==> src/rtl/ackp_pkg.sv <==
package ackp_pkg;

    typedef enum logic [1:0] {
        ISS_NONE  = 2'd0,
        ISS_READ  = 2'd1,
        ISS_WRITE = 2'd2
    } iss_kind_e;

    function automatic iss_kind_e iss_decode(input logic rd, input logic wr);
        if (rd)      return ISS_READ;
        else if (wr) return ISS_WRITE;
        else         return ISS_NONE;
    endfunction

endpackage

==> src/rtl/ackp_slot_ctrl.sv <==
module ackp_slot_ctrl
    import ackp_pkg::*;
#(
    parameter int DEPTH = 8,
    localparam int IW   = (DEPTH > 2) ? $clog2(DEPTH) : 1
) (
    input  logic          clk,
    input  logic          rst_n,
    input  iss_kind_e     kind_i,
    output logic [IW-1:0] slot_o
);

    localparam logic [IW-1:0] SLOT_TOP = IW'(DEPTH - 1);
    localparam logic [IW-1:0] SLOT_MIN = IW'(1);

    typedef struct packed {
        logic [IW-1:0] slot;
    } slot_st_t;

    slot_st_t st_d, st_q;

    always_comb begin
        st_d = st_q;
        unique case (kind_i)
            ISS_READ:  st_d.slot = SLOT_TOP;
            ISS_WRITE: st_d.slot = st_q.slot;
            default:   st_d.slot = (st_q.slot > SLOT_MIN) ? st_q.slot - 1'b1 : SLOT_MIN;
        endcase
    end

    always_ff @(posedge clk) begin
        if (!rst_n) st_q.slot <= SLOT_MIN;
        else        st_q      <= st_d;
    end

    assign slot_o = st_q.slot;


    slot_range_chk: assert property (@(posedge clk) disable iff (!rst_n)
        (slot_o >= SLOT_MIN) && (slot_o <= SLOT_TOP));


    slot_after_read_chk: assert property (@(posedge clk) disable iff (!rst_n)
        (kind_i == ISS_READ) |=> (slot_o == SLOT_TOP));


    slot_hold_on_write_chk: assert property (@(posedge clk) disable iff (!rst_n)
        (kind_i == ISS_WRITE) |=> $stable(slot_o));


    slot_follow_shift_chk: assert property (@(posedge clk) disable iff (!rst_n)
        (kind_i == ISS_NONE && slot_o > SLOT_MIN) |=> (slot_o == $past(slot_o) - 1'b1));

endmodule

==> src/rtl/ackp_shift_pipe.sv <==
module ackp_shift_pipe
    import ackp_pkg::*;
#(
    parameter int DEPTH = 8,
    parameter int EW    = 5,
    localparam int IW   = (DEPTH > 2) ? $clog2(DEPTH) : 1
) (
    input  logic          clk,
    input  logic          rst_n,
    input  iss_kind_e     kind_i,
    input  logic [IW-1:0] slot_i,
    input  logic [EW-1:0] entry_i,
    output logic [EW-1:0] head_o,
    output logic [EW-1:0] top_o
);

    typedef struct packed {
        logic [DEPTH-1:0][EW-1:0] ent;
    } pipe_st_t;

    pipe_st_t st_d, st_q;
    logic [DEPTH-1:0][EW-1:0] shifted;

    genvar g;
    generate
        for (g = 0; g < DEPTH; g++) begin : g_slot
            if (g == DEPTH - 1) begin : g_top
                assign shifted[g] = '0;
            end else begin : g_mid
                assign shifted[g] = st_q.ent[g+1];
            end
        end
    endgenerate

    always_comb begin
        st_d.ent = shifted;
        for (int i = 0; i < DEPTH; i++) begin
            if (kind_i == ISS_READ && i == DEPTH - 1)
                st_d.ent[i] = entry_i;
            else if (kind_i == ISS_WRITE && slot_i == IW'(i))
                st_d.ent[i] = entry_i;
        end
    end

    always_ff @(posedge clk) begin
        if (!rst_n) st_q.ent <= '0;
        else        st_q     <= st_d;
    end

    assign head_o = st_q.ent[0];
    assign top_o  = st_q.ent[DEPTH-1];


    top_drains_chk: assert property (@(posedge clk) disable iff (!rst_n)
        (kind_i == ISS_NONE || (kind_i == ISS_WRITE && slot_i != IW'(DEPTH - 1))) |=> (top_o == '0));

endmodule

==> src/rtl/ack_order_pipe.sv <==
module ack_order_pipe
    import ackp_pkg::*;
#(
    parameter int DEPTH = 8,
    parameter int TAG_W = 4,
    localparam int EW   = TAG_W + 1,
    localparam int IW   = (DEPTH > 2) ? $clog2(DEPTH) : 1
) (
    input  logic             clk,
    input  logic             rst_n,
    input  logic             rd_issue_i,
    input  logic             wr_issue_i,
    input  logic [TAG_W-1:0] tag_i,
    input  logic             quiet_i,
    output logic             ack_o,
    output logic [TAG_W-1:0] tag_o
);

    typedef struct packed {
        logic             ack;
        logic [TAG_W-1:0] tag;
    } out_st_t;

    iss_kind_e     kind;
    logic [IW-1:0] slot;
    logic [EW-1:0] entry_in;
    logic [EW-1:0] head;
    logic [EW-1:0] top;
    out_st_t       out_d, out_q;

    assign kind     = iss_decode(rd_issue_i, wr_issue_i);
    assign entry_in = {tag_i, ~quiet_i};

    ackp_slot_ctrl #(.DEPTH(DEPTH)) u_slot (
        .clk    (clk),
        .rst_n  (rst_n),
        .kind_i (kind),
        .slot_o (slot)
    );

    ackp_shift_pipe #(.DEPTH(DEPTH), .EW(EW)) u_pipe (
        .clk     (clk),
        .rst_n   (rst_n),
        .kind_i  (kind),
        .slot_i  (slot),
        .entry_i (entry_in),
        .head_o  (head),
        .top_o   (top)
    );

    always_comb begin
        out_d.ack = head[0];
        out_d.tag = head[EW-1:1];
    end

    always_ff @(posedge clk) begin
        if (!rst_n) out_q <= '0;
        else        out_q <= out_d;
    end

    assign ack_o = out_q.ack;
    assign tag_o = out_q.tag;


    one_strobe_chk: assert property (@(posedge clk) disable iff (!rst_n)
        !(rd_issue_i && wr_issue_i));


    read_enters_top_chk: assert property (@(posedge clk) disable iff (!rst_n)
        rd_issue_i |=> (top == {$past(tag_i), ~$past(quiet_i)}));


    quiet_read_no_ack_chk: assert property (@(posedge clk) disable iff (!rst_n)
        (rd_issue_i && quiet_i) |=> (top[0] == 1'b0));

endmodule

==> config.mk <==
export PLATFORM = sky130hd
export DESIGN_NAME = ack_order_pipe
export DESIGN_NICKNAME = d
export VERILOG_FILES = /design/src/rtl/ackp_pkg.sv /design/src/rtl/ackp_slot_ctrl.sv /design/src/rtl/ackp_shift_pipe.sv /design/src/rtl/ack_order_pipe.sv
export SDC_FILE = /design/constraint.sdc
export NUM_CORES = 1
export LEC_CHECK = 0
export CAP_MARGIN = 20
export CORE_MARGIN = 10
export CORE_UTILIZATION = 45
export DETAILED_ROUTE_END_ITERATION = 6
export PLACE_DENSITY = 0.74
export SKIP_LAST_GASP = 1
export SYNTH_ARGS = -nofsm -noshare
export SYNTH_HDL_FRONTEND = slang
export SYNTH_SLANG_ARGS = --single-unit
==> constraint.sdc <==
create_clock -name clk -period 2.6 [get_ports clk]
set_clock_uncertainty 0.2 [all_clocks]
set_input_delay 0.65 -clock clk [delete_from_list [all_inputs] [get_ports clk]]
set_output_delay 0.65 -clock clk [all_outputs]
set_load 0.05 [all_outputs]
-- Yosys cells after proc, flatten, opt, wreduce, memory -nomap -nowiden
Index checks and enable logic that the tools add are counted.
- flip-flop bits (word level): 48
- latch bits: 0
- RAM bits: 0
- bits in read-only memories: 0
- output and inout bits: 5
- memories kept: 0
- add/sub/neg operators: 1
- multiply operators: 0
- divide/modulo/power cells: 0
- magnitude comparators: 1
- equality and inequality tests: 9
- shift operators: 0
- multiplexer cells: 13
- bitwise logic cells: 1
- reductions and logical operators: 9
- operators by type and width (kind ; count):
    2-to-1 mux 5 bit ; 9
    equality test 3 bit, second input constant ; 4
    logical AND 1 bit ; 8
    equality test 3 x 2 -> 1 bit, second input constant ; 2
    one-hot mux 3 bit (2 select lines) ; 1
    2-to-1 mux 2 bit ; 2
    equality test 3 x 1 -> 1 bit, second input constant ; 1
    greater-than comparator 3 x 1 -> 1 bit, second input constant ; 1
    zero test 3 bit ; 1
    2-to-1 mux 3 bit ; 1
    subtractor 3 x 1 -> 3 bit, second input constant ; 1
    equality test 2 x 1 -> 1 bit, second input constant ; 1
    equality test 2 bit, second input constant ; 1
    NOT 1 bit ; 1

-- Longest topological paths before layout
- depth in word-level cells: 6
- gate-level depth with buffers: 6
- depth with buffers taken out: 5

-- By module
Synthesis repeated with hierarchy kept, for this count alone.
- cells, all modules: 180
- area total of the unflattened synthesis: 1856.8 um^2
- modules (own cells, without submodules) (module ; instances ; cells each ; area each (um^2) ; sequential area each (um^2)):
    ackp_shift_pipe ; 1 ; 145 ; 1517.7 ; 800.8
    ackp_slot_ctrl ; 1 ; 23 ; 197.7 ; 60.1
    ack_order_pipe ; 1 ; 12 ; 141.4 ; 100.1

-- Worst setup path before layout
OpenSTA, ideal clock, no wires.
- kind: in2reg
- from: input port rd_issue_i
- to: register u_pipe.st_q, in the netlist u_pipe.shifted[11]
- library setup time: 128 ps
- arrival: 1369 ps
- required time: 2272 ps
- setup slack: 903 ps
- stages on the path: 5
- path buffers: 2
- path through: buf_6 and4bb_2 buf_6 mux2i_1 nor2_1
- word-level cells in the longest chain between the ends: 4
- ends and longest elaborated chain (what ; line ; source):
    start, declared ; ack_order_pipe.sv:11 ; input logic rd_issue_i,
    2-to-1 mux 2 bit ; ackp_pkg.sv:10 ; if (rd) return ISS_READ;
    equality test 2 bit ; ackp_shift_pipe.sv:40 ; else if (kind_i == ISS_WRITE && slot_i == IW'(i))
    logical AND 1 bit ; ackp_shift_pipe.sv:40 ;
    2-to-1 mux 5 bit ; ackp_shift_pipe.sv:40 ;
    end signal, assigned ; ackp_shift_pipe.sv:47 ; else st_q <= st_d;
    end, declared ; ackp_shift_pipe.sv:21 ; pipe_st_t st_d, st_q;
Every way passes these cells.
A chain may end at the register's enable or synchronous reset.

-- Worst setup path in the final report
- from: register out_q, in the netlist ack_o
- to: output port ack_o
- RTL lines (what ; line ; source):
    start, declared ; ack_order_pipe.sv:29 ; out_st_t out_d, out_q;
    start signal, assigned ; ack_order_pipe.sv:58 ; else out_q <= out_d;
    end, declared ; ack_order_pipe.sv:15 ; output logic ack_o,
No word-level cell between the ends.

==> results.json <==
{
  "ios": 14,
  "drt_iter0_markers": 165,
  "cp-end-kind": "output port",
  "cp_slowest_cell": "clkdlybuf4s50_1",
  "path_cells": "clkdlybuf4s50_1",
  "tns_ns": 0,
  "clk_path_buf_depth": 2,
  "route.detailed.drc": 0,
  "cts_sinks": 48,
  "slowest_delay_ns": 0.79,
  "leakagePower_uw": 0.000815,
  "synth_cells": 185,
  "synth-edff-count": 0,
  "postCtsSetupRepairBufs": 0,
  "dp_hpwl_um": 2160,
  "reg2regPathDepth": 5,
  "max_freq_mhz": 447,
  "synth-main-ff-cell": "dfxtp_1",
  "antenna_found_initial": 0,
  "avgSynthCellArea_um2": 9.89,
  "cts.repair.resized": 0,
  "tightest_slew_ns": 0.493,
  "status": "completed",
  "synth_nets": 199,
  "h-tree-depth": 2,
  "crit_family": "buffers and inverters",
  "clkTransAtPathRegs_ns": 0.08,
  "cp_data_required_time_ns": 1.75,
  "grt_max_degree": 23,
  "wirelength_um": 3180,
  "setup_viol": 0,
  "place.gp.congestion": 0.750,
  "cts_buffers": 5,
  "area_growth_syn_to_layout_pct": 12.2,
  "io_buffers": 13,
  "rows": 23,
  "dieWidth_um": 83.8,
  "yosys.area.top_type": "dfxtp_1",
  "die_area_mm2": 0.00702,
  "grt_pass1_wl_um": 5610,
  "min_period_ns": 2.24,
  "cp.arrival_ns": 1.39,
  "whs_path_depth": 1,
  "worst-r2r-setup-slack_ns": 0.84,
  "finalHoldViolCount": 0,
  "root_buffer": "clkbuf_8",
  "n_antenna_cell": 0,
  "synth_area_leaders": "dfxtp_1 52%, mux2i_1 9.3%, o21ai_0 5.2%",
  "synth_seq_cells": 48,
  "drv_slew": 0,
  "viasPerCell": 5.10,
  "ir_worst_vdd_mv": 0.355,
  "clk_latency_ns": 0.29,
  "timing.rr.start": "u_slot.slot_o[1]",
  "synthTopCellsByCount": "48 x dfxtp_1, 19 x o21ai_0, 18 x nand3_1",
  "cp-start-kind": "flop",
  "synth-warning-count": 0,
  "core_area_mm2": 0.00397,
  "critical_path.max_fanout": 1,
  "period_share_pct": 86.1,
  "grt_pass1_vias": 1201,
  "hold_end": "tag_o[0]",
  "min_path_type": "reg2reg",
  "fin_cells": 246,
  "cts_hold_buffers": 0,
  "ys_types": 24,
  "gr-total-overflow": 0,
  "initial_core_util_pct": 46.1,
  "relSlewSlack_pct": 67.0,
  "crit_type": "reg2out",
  "yosysTopAreaCellShare_pct": 52.5,
  "yosysSeqAreaShare_pct": 52.5,
  "powerDensity_mw_per_mm2": 632,
  "vias": 1254,
  "fillers": 361,
  "drv_cap": 0,
  "wl_per_cell_um": 12.9,
  "rsz0062_at_grt": "false",
  "dp_cells": 238,
  "synth-async-reset-ratio_pct": 0,
  "syn_area_mm2": 0.00183,
  "cts_tree": "yes",
  "hold_path.startpoint": "u_pipe.head_o[1]",
  "chipHeight_um": 83.8,
  "layout-drive-gt1-share_pct": 8.67,
  "grtUsageTotal_pct": 9.43,
  "ant_nets": 0,
  "critical_path_buf_inv_count": 1,
  "nets": 209,
  "reg2reg_to": "u_slot.slot_o[2]",
  "firstDrtPassIters": 4,
  "synth.most_common_cell": "dfxtp_1"
}
## worst max path at each step
stage | slack [ns] | to | from | cells past startpoint
finish | 0.36 | ack_o | ack_o | 1
global route | 0.28 | tag_o[0] | tag_o[0] | 1
CTS | 0.34 | ack_o | ack_o | 1
detailed placement | 0.21 | u_pipe.shifted[14] | wr_issue_i | 4
global placement | 0.25 | u_pipe.shifted[9] | wr_issue_i | 4
floorplan | 0.90 | u_pipe.shifted[11] | rd_issue_i | 5
## per-layer routing
layer / routed length [µm] / vias up / GRT usage [%]
li1: - / 644 / -
met1: 1550 / 587 / 11.3
met2: 1460 / 20 / 14.8
met3: 153 / 3 / 3.22
met4: 17 / 0 / 3.96
met5: 0 / - / 0
## sequential cells by signal, indices dropped and copies added, names as in the netlist
signal	flops
ack_o	1
tag_o	4
u_pipe.head_o	5
u_pipe.shifted	30
u_pipe.top_o	5
u_slot.slot_o	3
## layout make-up
type / count / area [µm²] / area share, %
sequential: 48 / 961 / 46.8
multi-input combinational: 119 / 769 / 37.5
timing repair buffer: 16 / 153 / 7.43
clock buffer: 8 / 90.1 / 4.38
tap: 50 / 62.6 / 3.05
inverter: 5 / 18.8 / 0.914
## report_power, final
part	switching, µW	internal (µW)	leakage, µW
logic	54.8	40.7	0.000379
clock network	222	217	0.0000455
registers	10.8	754	0.000390
## stage by stage
stage          total power, µW  hold WS (ns)  util, %  setup slack [ns]  area, µm²
4_1_cts                   1310         0.240     51.7             0.341       2050
6_report                  1300         0.237     51.7             0.361       2050
5_1_grt                   1360         0.257     51.7             0.281       2050
3_3_place_gp               874         0.214     49.5             0.253       1960
3_5_place_dp               877         0.221     49.5             0.214       1960
2_1_floorplan              845         0.212        -             0.903       1830
## cells by family (layout without fill, tap and decap cells)
logic type | after synthesis | in the layout | synth area share, %
multiplexers | 17 | 17 | 9.30
adder cells (fa/ha/maj) | 5 | 5 | 3.42
flip-flops | 48 | 48 | 52.5
AND/OR/NAND/NOR | 70 | 70 | 21.1
AO/OA/AOI/OAI | 27 | 27 | 8.27
buffers and inverters | 18 | 29 | 5.47
## placed cells by master, fill, tap and decap left out
cell and n:
clkbuf_1 2, or3b_1 1, and4bb_2 4, nand3_1 18
nand2b_1 1, clkbuf_8 6, o211ai_1 1, a31oi_1 1
and2_1 9, a211o_1 2, nor2_1 17, nor3_1 1
o21ai_0 19, clkdlybuf4s50_1 13, ha_1 5, nand4b_2 3
buf_4 3, nand2_1 16, inv_1 5, mux2i_1 17
a21oi_1 3, o21ba_2 1, dfxtp_1 48
No activity file was read; power rests on OpenSTA's default activity.
